**config.mk**
```make
export PLATFORM = sky130hd
export DESIGN_NAME = ddr_bank_tracker
export DESIGN_NICKNAME = d
export VERILOG_FILES = /design/src/rtl/ddr_bank_pkg.sv /design/src/rtl/ddr_bank_cfg.sv /design/src/rtl/ddr_bank_ras.sv /design/src/rtl/ddr_bank_burst.sv /design/src/rtl/ddr_bank_tracker.sv
export SDC_FILE = /design/constraint.sdc
export NUM_CORES = 1
export LEC_CHECK = 0
export BUFFER_PORTS_ARGS = -buffer_cell sky130_fd_sc_hd__buf_2
export CAP_MARGIN = 20
export CORE_ASPECT_RATIO = 0.7
export CORE_UTILIZATION = 60
export DETAILED_ROUTE_END_ITERATION = 6
export PLACE_DENSITY_LB_ADDON = 0.15
export RECOVER_POWER = 50
export SYNTH_ARGS = -nofsm -noshare
export SYNTH_HDL_FRONTEND = slang
export SYNTH_HIERARCHICAL = 1
export SYNTH_SLANG_ARGS = --single-unit
```
**constraint.sdc**
```tcl
create_clock -name clk -period 4.95 [get_ports clk]
set_clock_uncertainty 0.15 [all_clocks]
set_input_delay 0.99 -clock clk [delete_from_list [all_inputs] [get_ports clk]]
set_output_delay 0.99 -clock clk [all_outputs]
set_load 0.01 [all_outputs]
```
**src/rtl/ddr_bank_pkg.sv**
```systemverilog
package ddr_bank_pkg;
  typedef enum logic [1:0] {
    BK_IDLE   = 2'd0,
    BK_ACTIVE = 2'd1,
    BK_PRECH  = 2'd2
  } bank_st_t;

  typedef struct packed {
    logic act;
    logic rd;
    logic wr;
    logic pre;
    logic bst;
  } bank_cmd_t;
endpackage

```
**src/rtl/ddr_bank_cfg.sv**
```systemverilog
module ddr_bank_cfg #(
  parameter int TW = 8,
  parameter int BLW = 4,
  parameter int DEF_TRAS = 5,
  parameter int DEF_TRP = 3,
  parameter int DEF_BURST = 4
) (
  input  logic           clk,
  input  logic           rst_n,
  input  logic           cfg_we,
  input  logic [TW-1:0]  cfg_tras,
  input  logic [TW-1:0]  cfg_trp,
  input  logic [BLW-1:0] cfg_burst,
  output logic [TW-1:0]  tras,
  output logic [TW-1:0]  trp,
  output logic [BLW-1:0] burst_last
);
  logic [TW-1:0]  tras_q, trp_q;
  logic [BLW-1:0] burst_q;
  logic [BLW-1:0] half;

  always_ff @(posedge clk or negedge rst_n) begin
    if (!rst_n) begin
      tras_q  <= TW'(DEF_TRAS);
      trp_q   <= TW'(DEF_TRP);
      burst_q <= BLW'(DEF_BURST);
    end else if (cfg_we) begin
      tras_q  <= cfg_tras;
      trp_q   <= cfg_trp;
      burst_q <= cfg_burst;
    end
  end

  always_comb begin
    half = burst_q >> 1;
    if (half == '0) half = BLW'(1);
    burst_last = half - BLW'(1);
  end

  assign tras = tras_q;
  assign trp  = trp_q;
endmodule

```
**src/rtl/ddr_bank_ras.sv**
```systemverilog
module ddr_bank_ras #(
  parameter int TW = 8
) (
  input  logic          clk,
  input  logic          rst_n,
  input  logic          restart,
  input  logic [TW-1:0] tras,
  output logic          ras_ok
);
  localparam logic [TW-1:0] CNT_MAX = '1;
  logic [TW-1:0] cnt_q, cnt_n;
  logic          cnt_en;

  always_comb begin
    cnt_en = restart || (cnt_q != CNT_MAX);
    cnt_n  = restart ? TW'(1) : cnt_q + TW'(1);
  end

  always_ff @(posedge clk or negedge rst_n) begin
    if (!rst_n) cnt_q <= '0;
    else if (cnt_en) cnt_q <= cnt_n;
  end

  assign ras_ok = (cnt_q >= tras);
endmodule

```
**src/rtl/ddr_bank_burst.sv**
```systemverilog
module ddr_bank_burst #(
  parameter int BLW = 4
) (
  input  logic           clk,
  input  logic           rst_n,
  input  logic           start,
  input  logic           start_rd,
  input  logic           stop,
  input  logic [BLW-1:0] last,
  output logic           burst_end,
  output logic           rd_active
);
  logic [BLW-1:0] cnt_q, cnt_n;
  logic           busy_q, busy_n, rd_q, rd_n;
  logic           en;

  always_comb begin
    cnt_n  = cnt_q;
    busy_n = busy_q;
    rd_n   = rd_q;
    if (start) begin
      cnt_n  = last;
      busy_n = 1'b1;
      rd_n   = start_rd;
    end else if (stop) begin
      busy_n = 1'b0;
    end else if (busy_q) begin
      if (cnt_q == '0) busy_n = 1'b0;
      else             cnt_n  = cnt_q - BLW'(1);
    end
    en = start || stop || busy_q;
  end

  always_ff @(posedge clk or negedge rst_n) begin
    if (!rst_n) begin
      cnt_q  <= '0;
      busy_q <= 1'b0;
      rd_q   <= 1'b0;
    end else if (en) begin
      cnt_q  <= cnt_n;
      busy_q <= busy_n;
      rd_q   <= rd_n;
    end
  end

  assign burst_end = !busy_q || (cnt_q == '0);
  assign rd_active = busy_q && rd_q;
endmodule

```
**src/rtl/ddr_bank_tracker.sv**
```systemverilog
module ddr_bank_tracker
  import ddr_bank_pkg::*;
#(
  parameter int TW = 8,
  parameter int BLW = 4
) (
  input  logic           clk,
  input  logic           rst_n,
  input  logic           cfg_we,
  input  logic [TW-1:0]  cfg_tras,
  input  logic [TW-1:0]  cfg_trp,
  input  logic [BLW-1:0] cfg_burst,
  input  logic           cmd_act,
  input  logic           cmd_rd,
  input  logic           cmd_wr,
  input  logic           cmd_pre,
  input  logic           cmd_bst,
  input  logic           cmd_ap,
  output logic           bank_open,
  output logic           cmd_ready,
  output logic           err_flag,
  output logic           ap_start
);
  logic rst_meta_q, rst_sync_n;

  always_ff @(posedge clk or negedge rst_n) begin
    if (!rst_n) begin
      rst_meta_q <= 1'b0;
      rst_sync_n <= 1'b0;
    end else begin
      rst_meta_q <= 1'b1;
      rst_sync_n <= rst_meta_q;
    end
  end

  bank_cmd_t      cmd;
  logic [TW-1:0]  tras, trp;
  logic [BLW-1:0] burst_last;
  logic           ras_ok, burst_end, rd_active;

  bank_st_t       st_q, st_n;
  logic [TW-1:0]  trp_q, trp_n;
  logic           ap_pend_q, ap_pend_n;
  logic           ready_q, ready_n;
  logic           err_q, err_n;
  logic           aps_q, aps_n;

  logic single, any_cmd;
  logic legal_act, legal_rw, legal_pre, legal_bst, illegal, ap_go;
  logic state_en;

  assign cmd = '{act: cmd_act, rd: cmd_rd, wr: cmd_wr, pre: cmd_pre, bst: cmd_bst};

  ddr_bank_cfg #(.TW(TW), .BLW(BLW)) u_cfg (
    .clk(clk), .rst_n(rst_sync_n), .cfg_we(cfg_we),
    .cfg_tras(cfg_tras), .cfg_trp(cfg_trp), .cfg_burst(cfg_burst),
    .tras(tras), .trp(trp), .burst_last(burst_last)
  );

  ddr_bank_ras #(.TW(TW)) u_ras (
    .clk(clk), .rst_n(rst_sync_n), .restart(legal_act),
    .tras(tras), .ras_ok(ras_ok)
  );

  ddr_bank_burst #(.BLW(BLW)) u_burst (
    .clk(clk), .rst_n(rst_sync_n), .start(legal_rw), .start_rd(cmd.rd),
    .stop(legal_bst), .last(burst_last),
    .burst_end(burst_end), .rd_active(rd_active)
  );

  always_comb begin
    any_cmd   = |cmd;
    single    = ($countones(cmd) == 1);
    legal_act = single && cmd.act && ready_q && (st_q == BK_IDLE);
    legal_rw  = single && (cmd.rd || cmd.wr) && ready_q && (st_q == BK_ACTIVE);
    legal_pre = single && cmd.pre && ready_q &&
                ((st_q == BK_IDLE) || ((st_q == BK_ACTIVE) && ras_ok));
    legal_bst = single && cmd.bst && ready_q && (st_q == BK_ACTIVE) && rd_active;
    illegal   = any_cmd && !(legal_act || legal_rw || legal_pre || legal_bst);
    ap_go     = ap_pend_q && burst_end && ras_ok && (st_q == BK_ACTIVE);
  end

  always_comb begin
    st_n      = st_q;
    trp_n     = trp_q;
    ap_pend_n = ap_pend_q;
    err_n     = err_q || illegal;
    aps_n     = 1'b0;
    case (st_q)
      BK_IDLE: begin
        if (legal_act) st_n = BK_ACTIVE;
      end
      BK_ACTIVE: begin
        if (ap_go || legal_pre) begin
          aps_n     = ap_go;
          ap_pend_n = 1'b0;
          if (trp <= TW'(1)) begin
            st_n = BK_IDLE;
          end else begin
            st_n  = BK_PRECH;
            trp_n = trp - TW'(1);
          end
        end else if (legal_rw && cmd_ap) begin
          ap_pend_n = 1'b1;
        end
      end
      BK_PRECH: begin
        trp_n = trp_q - TW'(1);
        if (trp_q <= TW'(1)) st_n = BK_IDLE;
      end
      default: st_n = BK_IDLE;
    endcase
    ready_n  = (st_n != BK_PRECH) && !ap_pend_n;
    state_en = 1'b1;
  end

  always_ff @(posedge clk or negedge rst_sync_n) begin
    if (!rst_sync_n) begin
      st_q      <= BK_IDLE;
      trp_q     <= '0;
      ap_pend_q <= 1'b0;
      ready_q   <= 1'b1;
      err_q     <= 1'b0;
      aps_q     <= 1'b0;
    end else if (state_en) begin
      st_q      <= st_n;
      trp_q     <= trp_n;
      ap_pend_q <= ap_pend_n;
      ready_q   <= ready_n;
      err_q     <= err_n;
      aps_q     <= aps_n;
    end
  end

  assign bank_open = (st_q == BK_ACTIVE);
  assign cmd_ready = ready_q;
  assign err_flag  = err_q;
  assign ap_start  = aps_q;
endmodule

```
# [Word level (Yosys, flattened, before mapping)]
# Cells that the tools add are included.
[op_classes] magnitude_cmp=3 n_mux=23 add_sub_neg=9 n_reduce_logical=44 n_eq_ne=9
[ops] op="8-bit 2-to-1 mux" n=3
[ops] op="1-bit logical AND" n=21
[ops] op="8-bit by 1-bit <= comparator with 1-bit output, second input constant" n=2
[ops] op="4-bit 2-to-1 mux" n=4
[ops] op="8-bit case mux with 2 select lines" n=1
[ops] op="8-bit by 1-bit subtractor with 8-bit output, second input constant" n=2
[ops] op="1-bit logical OR" n=11
[ops] op="1-bit 2-to-1 mux" n=9
[ops] op="8-bit by 1-bit adder with 8-bit output, second input constant" n=1
[ops] op="8-bit greater-or-equal comparator" n=1
[ops] op="4-bit zero test" n=2
[ops] op="2-bit 2-to-1 mux" n=4
[ops] op="2-bit inequality test, second input constant" n=4
[ops] op="8-bit inequality test, second input constant" n=1
[ops] op="2-bit case mux with 3 select lines" n=1
[ops] op="5-bit OR reduction" n=1
[ops] op="1-bit by 1-bit adder with 2-bit output" n=2
[ops] op="3-bit by 1-bit adder with 4-bit output" n=1
[ops] op="4-bit by 1-bit equality test with 1-bit output, second input constant" n=1
[ops] op="4-bit AND reduction" n=1
[ops] op="2-bit nonzero test" n=2
[ops] op="3-bit by 1-bit subtractor with 4-bit output, second input constant" n=1
[ops] op="4-bit by 1-bit subtractor with 4-bit output, second input constant" n=1
[ops] op="2-bit by 2-bit adder with 3-bit output" n=1
[ops] op="other kinds (8)" n=10
[word_totals] reg_bits=50 output_inout_bits=4 in_bits=29

# [Logic depth before layout (Yosys ltp)]
[logic_depth] depth_word=13 depth_mapped=13 depth_no_buf=11

# [Hierarchy]
# Netlist, hierarchy kept.
[modules_own_cells] module="ddr_bank_tracker" instances=1 area_per_inst_um2=1224.9 cells_per_inst=129
[modules_own_cells] module="ddr_bank_cfg" instances=1 area_per_inst_um2=814.5 cells_per_inst=47
[modules_own_cells] module="ddr_bank_ras" instances=1 area_per_inst_um2=595.6 cells_per_inst=66
[modules_own_cells] module="ddr_bank_burst" instances=1 area_per_inst_um2=344.1 cells_per_inst=32

# [Worst setup path before layout]
# Ideal clock, no wire load.
[synth_path] path_type="input -> register" from="input cmd_act" to="register trp_q[7]" required_ns=4.729 stages=11 slack_ns=1.006 arrival_ns=3.723 setup_ns=0.071 cell_sequence="inv_1 > fa_1 > fa_1 > inv_1 > ha_1 > nor4b_4 > and3_1 > o221ai_2 > buf_6 > or4b_2 > nand4_1"
[synth_via] elab_chain_cells=8
[synth_lines] element="start, declared" line="ddr_bank_tracker.sv:13" rtl="input logic cmd_act,"
[synth_lines] element="3-bit by 1-bit adder with 4-bit output (implied by the code)" line="ddr_bank_tracker.sv:73" rtl="single = ($countones(cmd) == 1);"
[synth_lines] element="4-bit by 1-bit equality test with 1-bit output" line="ddr_bank_tracker.sv:73"
[synth_lines] element="1-bit logical AND (3 in series)" line="ddr_bank_tracker.sv:76" rtl="legal_pre = single && cmd.pre && ready_q &&"
[synth_lines] element="1-bit logical OR" line="ddr_bank_tracker.sv:94" rtl="if (ap_go || legal_pre) begin"
[synth_lines] element="2-bit by 1-bit inequality test with 1-bit output (no source line)"
[synth_lines] element="3-bit AND reduction (no source line)"
[synth_lines] element="end signal, assigned" line="ddr_bank_tracker.sv:127" rtl="trp_q <= trp_n;"
[synth_lines] element="end, declared" line="ddr_bank_tracker.sv:42" rtl="logic [TW-1:0] trp_q, trp_n;"
# Every way passes these cells.
# A chain may end at the register's enable or synchronous reset.

# [Final worst setup path]
# Same ends and word-level chain as after synthesis.

==> results.json <==
{
  "cts_tree": "built",
  "slew_viol_final": 30,
  "violations": "capacitance limit, slew limit",
  "regArea_um2": 1230,
  "endpoint_kind": "flip-flop",
  "cts_sinks": 49,
  "synth_area_leaders": "dfrtp_1, ha_1, dfstp_2",
  "clk_pin_slew_ps": 80,
  "cp.required_ps": 5040,
  "syn_inst": 274,
  "fp.dieArea_um2": 5260,
  "layout_common_cells": "dfrtp_1, inv_1, buf_2",
  "hold_class": "flip-flop to async pin",
  "rows": 21,
  "power.density_nw_per_um2": 237,
  "crit_fanout": 6,
  "period_share_pct": 76.4,
  "final_antenna_net_count": 0,
  "irDropWorstVdd_mv": 0.0988,
  "synth_top_cell_area_share_pct": 36.1,
  "wl_um": 5270,
  "grt_pass1_wl_um": 8670,
  "grt_max_degree": 48,
  "start_util_pct": 62.3,
  "setup_violations": 0,
  "clk_latency_ps": 300,
  "syn_to_final_growth_pct": 8.90,
  "sw_frac_of_total_pct": 24.2,
  "r2r_end": "trp_q[4]$_DFFE_PN0P_",
  "antenna_found_initial": 0,
  "synthFlopType": "dfrtp_1",
  "cts_buffer_depth": 2,
  "multi_input_area_um2": 1550,
  "port_buffers": 31,
  "crit_type": "input pin to flip-flop",
  "combinationalPowerShare_pct": 12.1,
  "cap_violations": 1,
  "seq_power_share_pct": 56.7,
  "yosysTopAreaCell": "dfrtp_1",
  "die_x_um": 86.2,
  "top_level_ports": 33,
  "cts_max_level": 2,
  "start_kind": "input pin",
  "syn_avg_cell_area_um2": 10.9,
  "postCtsSetupRepairBufs": 0,
  "vias": 2063,
  "tns_ps": 0,
  "wl_per_cell_um": 14.0,
  "post-dp-hpwl_um": 3830,
  "track_usage_pct": 21.7,
  "p_clk_share_pct": 31.2,
  "overflow": 0,
  "final_nets": 358,
  "cts_root_buf": "clkbuf_8",
  "synthesis.nets": 326,
  "p_leak_nw": 1.56,
  "core_um2": 4780,
  "tightest_slew_ps": 1510,
  "fmax_ghz": 0.264,
  "p_int_mw": 0.584,
  "arrival_ps": 3870,
  "post-route-drc-count": 0,
  "viasPerCell": 5.49,
  "hold_buffers": 0,
  "place_congestion": 0.786,
  "fillers": 381,
  "synth_warnings": 6,
  "antennaDiodeCount": 0,
  "synth_area_um2": 2980,
  "yosysUniqueCellTypes": 63,
  "reg2reg_depth": 11,
  "synth-seq-cells": 49,
  "drtIter0Drc": 83,
  "status": "complete, but fails checks",
  "mostFrequentLayoutCell": "dfrtp_1",
  "holdWs_ps": 163,
  "grt_setup_unrepaired": "no",
  "cts_buffers": 5,
  "dr.pass1.iters": 4,
  "relSlewSlack_pct": -0.510,
  "drive_above_1_share_pct": 24.8,
  "cts.repair.resized": 0,
  "async_reset_ff_share_pct": 100,
  "synth_edf_count": 0,
  "die_y_um": 61.0,
  "seq_area_frac_synth_pct": 41.4,
  "finalCriticalPeriod_ps": 3780,
  "worstReg2RegStart": "u_cfg/tras[0]$_DFFE_PN1P_",
  "hold_violations": 0,
  "power_switching_mw": 0.187,
  "reg2reg_setup_slack_ps": 1950,
  "grt_pass1_vias": 1857
}
-- critical path, cell delays in order --
cell	delay, ps
buf_2	100
inv_1	70
fa_1	500
fa_1	370
inv_1	60
ha_1	240
nor4b_4	400
and3_1	280
o221ai_2	130
or4b_2	640
nand4_1	90
-- logic make-up after synthesis --
| group | Yosys count | share of synthesized area (%) |
|---|---|---|
| and+or+nand+nor | 73 | 15.6 |
| adders and majority gates | 23 | 10.2 |
| other | 2 | 0.252 |
| xor gates and xnor gates | 10 | 2.94 |
| muxes | 23 | 9.87 |
| buffers and inverters | 41 | 6.72 |
| DFF | 49 | 41.4 |
| AOI/OAI and AO/OA | 53 | 13.1 |
-- metal layers --
metal  vias up  GRT usage (%)  routed length (um)
met2        35           32.2                2180
met1       989           32.6                2880
met4         0           6.43                  41
li1       1035              -                   -
met3         4           4.22                 175
met5         -              0                   0
-- cell usage after synthesis (2+ instances only) --
master,n
dfrtp_1,43
inv_1,33
ha_1,21
mux2_2,11
nand2_1,11
mux2_4,10
nor2_1,10
o21ai_0,10
a21oi_1,8
nand3_1,8
dfstp_2,6
nand2b_1,5
nor3_1,5
or3_1,5
xnor2_1,5
xor2_1,5
a211o_1,4
a31oi_1,4
nor4b_1,4
o22a_1,4
a21o_1,3
buf_6,3
o31ai_1,3
and3_1,2
and4_1,2
buf_4,2
clkbuf_1,2
conb_1,2
fa_1,2
mux2i_1,2
nor2b_1,2
nor4_1,2
o211ai_1,2
o21bai_1,2
or4_1,2
or4_4,2
-- worst max-delay path by stage --
stage / slack (ps) / startpoint / cells past startpoint / end
global placement: 900 / cmd_act / 11 / trp_q[7]$_DFFE_PN0P_
global route: 1030 / cmd_act / 11 / trp_q[7]$_DFFE_PN0P_
detailed placement: 850 / cmd_act / 11 / trp_q[7]$_DFFE_PN0P_
CTS: 1180 / cmd_act / 11 / trp_q[7]$_DFFE_PN0P_
finish: 1170 / cmd_act / 11 / trp_q[7]$_DFFE_PN0P_
floorplan: 1010 / cmd_act / 11 / trp_q[7]$_DFFE_PN0P_
-- stage by stage --
| stage | util [%] | worst slack (ps) | power, mW | cell area [um^2] | cells |
|---|---|---|---|---|---|
| 5_1_grt | 67.8 | 1030 | 0.805 | 3240 | 376 |
| 4_1_cts | 67.8 | 1180 | 0.777 | 3240 | 375 |
| 3_3_place_gp | 65.9 | 899 | 0.535 | 3150 | 367 |
| 3_5_place_dp | 65.9 | 852 | 0.538 | 3150 | 367 |
| 6_report | 67.8 | 1170 | 0.770 | 3240 | 376 |
| 2_1_floorplan | - | 1010 | 0.511 | 2980 | 274 |
-- power by group through the flow --
| stage | clock, mW | sequential [mW] | combinational, mW |
|---|---|---|---|
| floorplan | 0 | 0.443 | 0.0679 |
| global placement | 0 | 0.449 | 0.0858 |
| detailed placement | 0 | 0.449 | 0.0885 |
| CTS | 0.246 | 0.442 | 0.0893 |
| global route | 0.258 | 0.440 | 0.107 |
| finish | 0.240 | 0.437 | 0.0935 |
-- sequential cells by signal, indices dropped and copies added, names as in the netlist --
register / count
trp_q: 8
st_q: 2
u_cfg/burst_q: 3
rst_meta_q: 1
cmd_ready: 1
rst_sync_n: 1
err_flag: 1
u_cfg/tras: 8
ap_pend_q: 1
u_burst/busy_q: 1
u_burst/cnt_q: 4
u_cfg/trp: 8
u_burst/rd_q: 1
ap_start: 1
u_ras/cnt_q: 8
-- layout make-up --
type,count,share of cell area (%)
tap,69,2.66
clock buffer,8,2.78
sequential,49,38.0
multi-input combinational,184,47.6
inverter,33,3.82
timing repair buffer,33,5.09
Note: power is estimated with default switching activity, not from simulation.
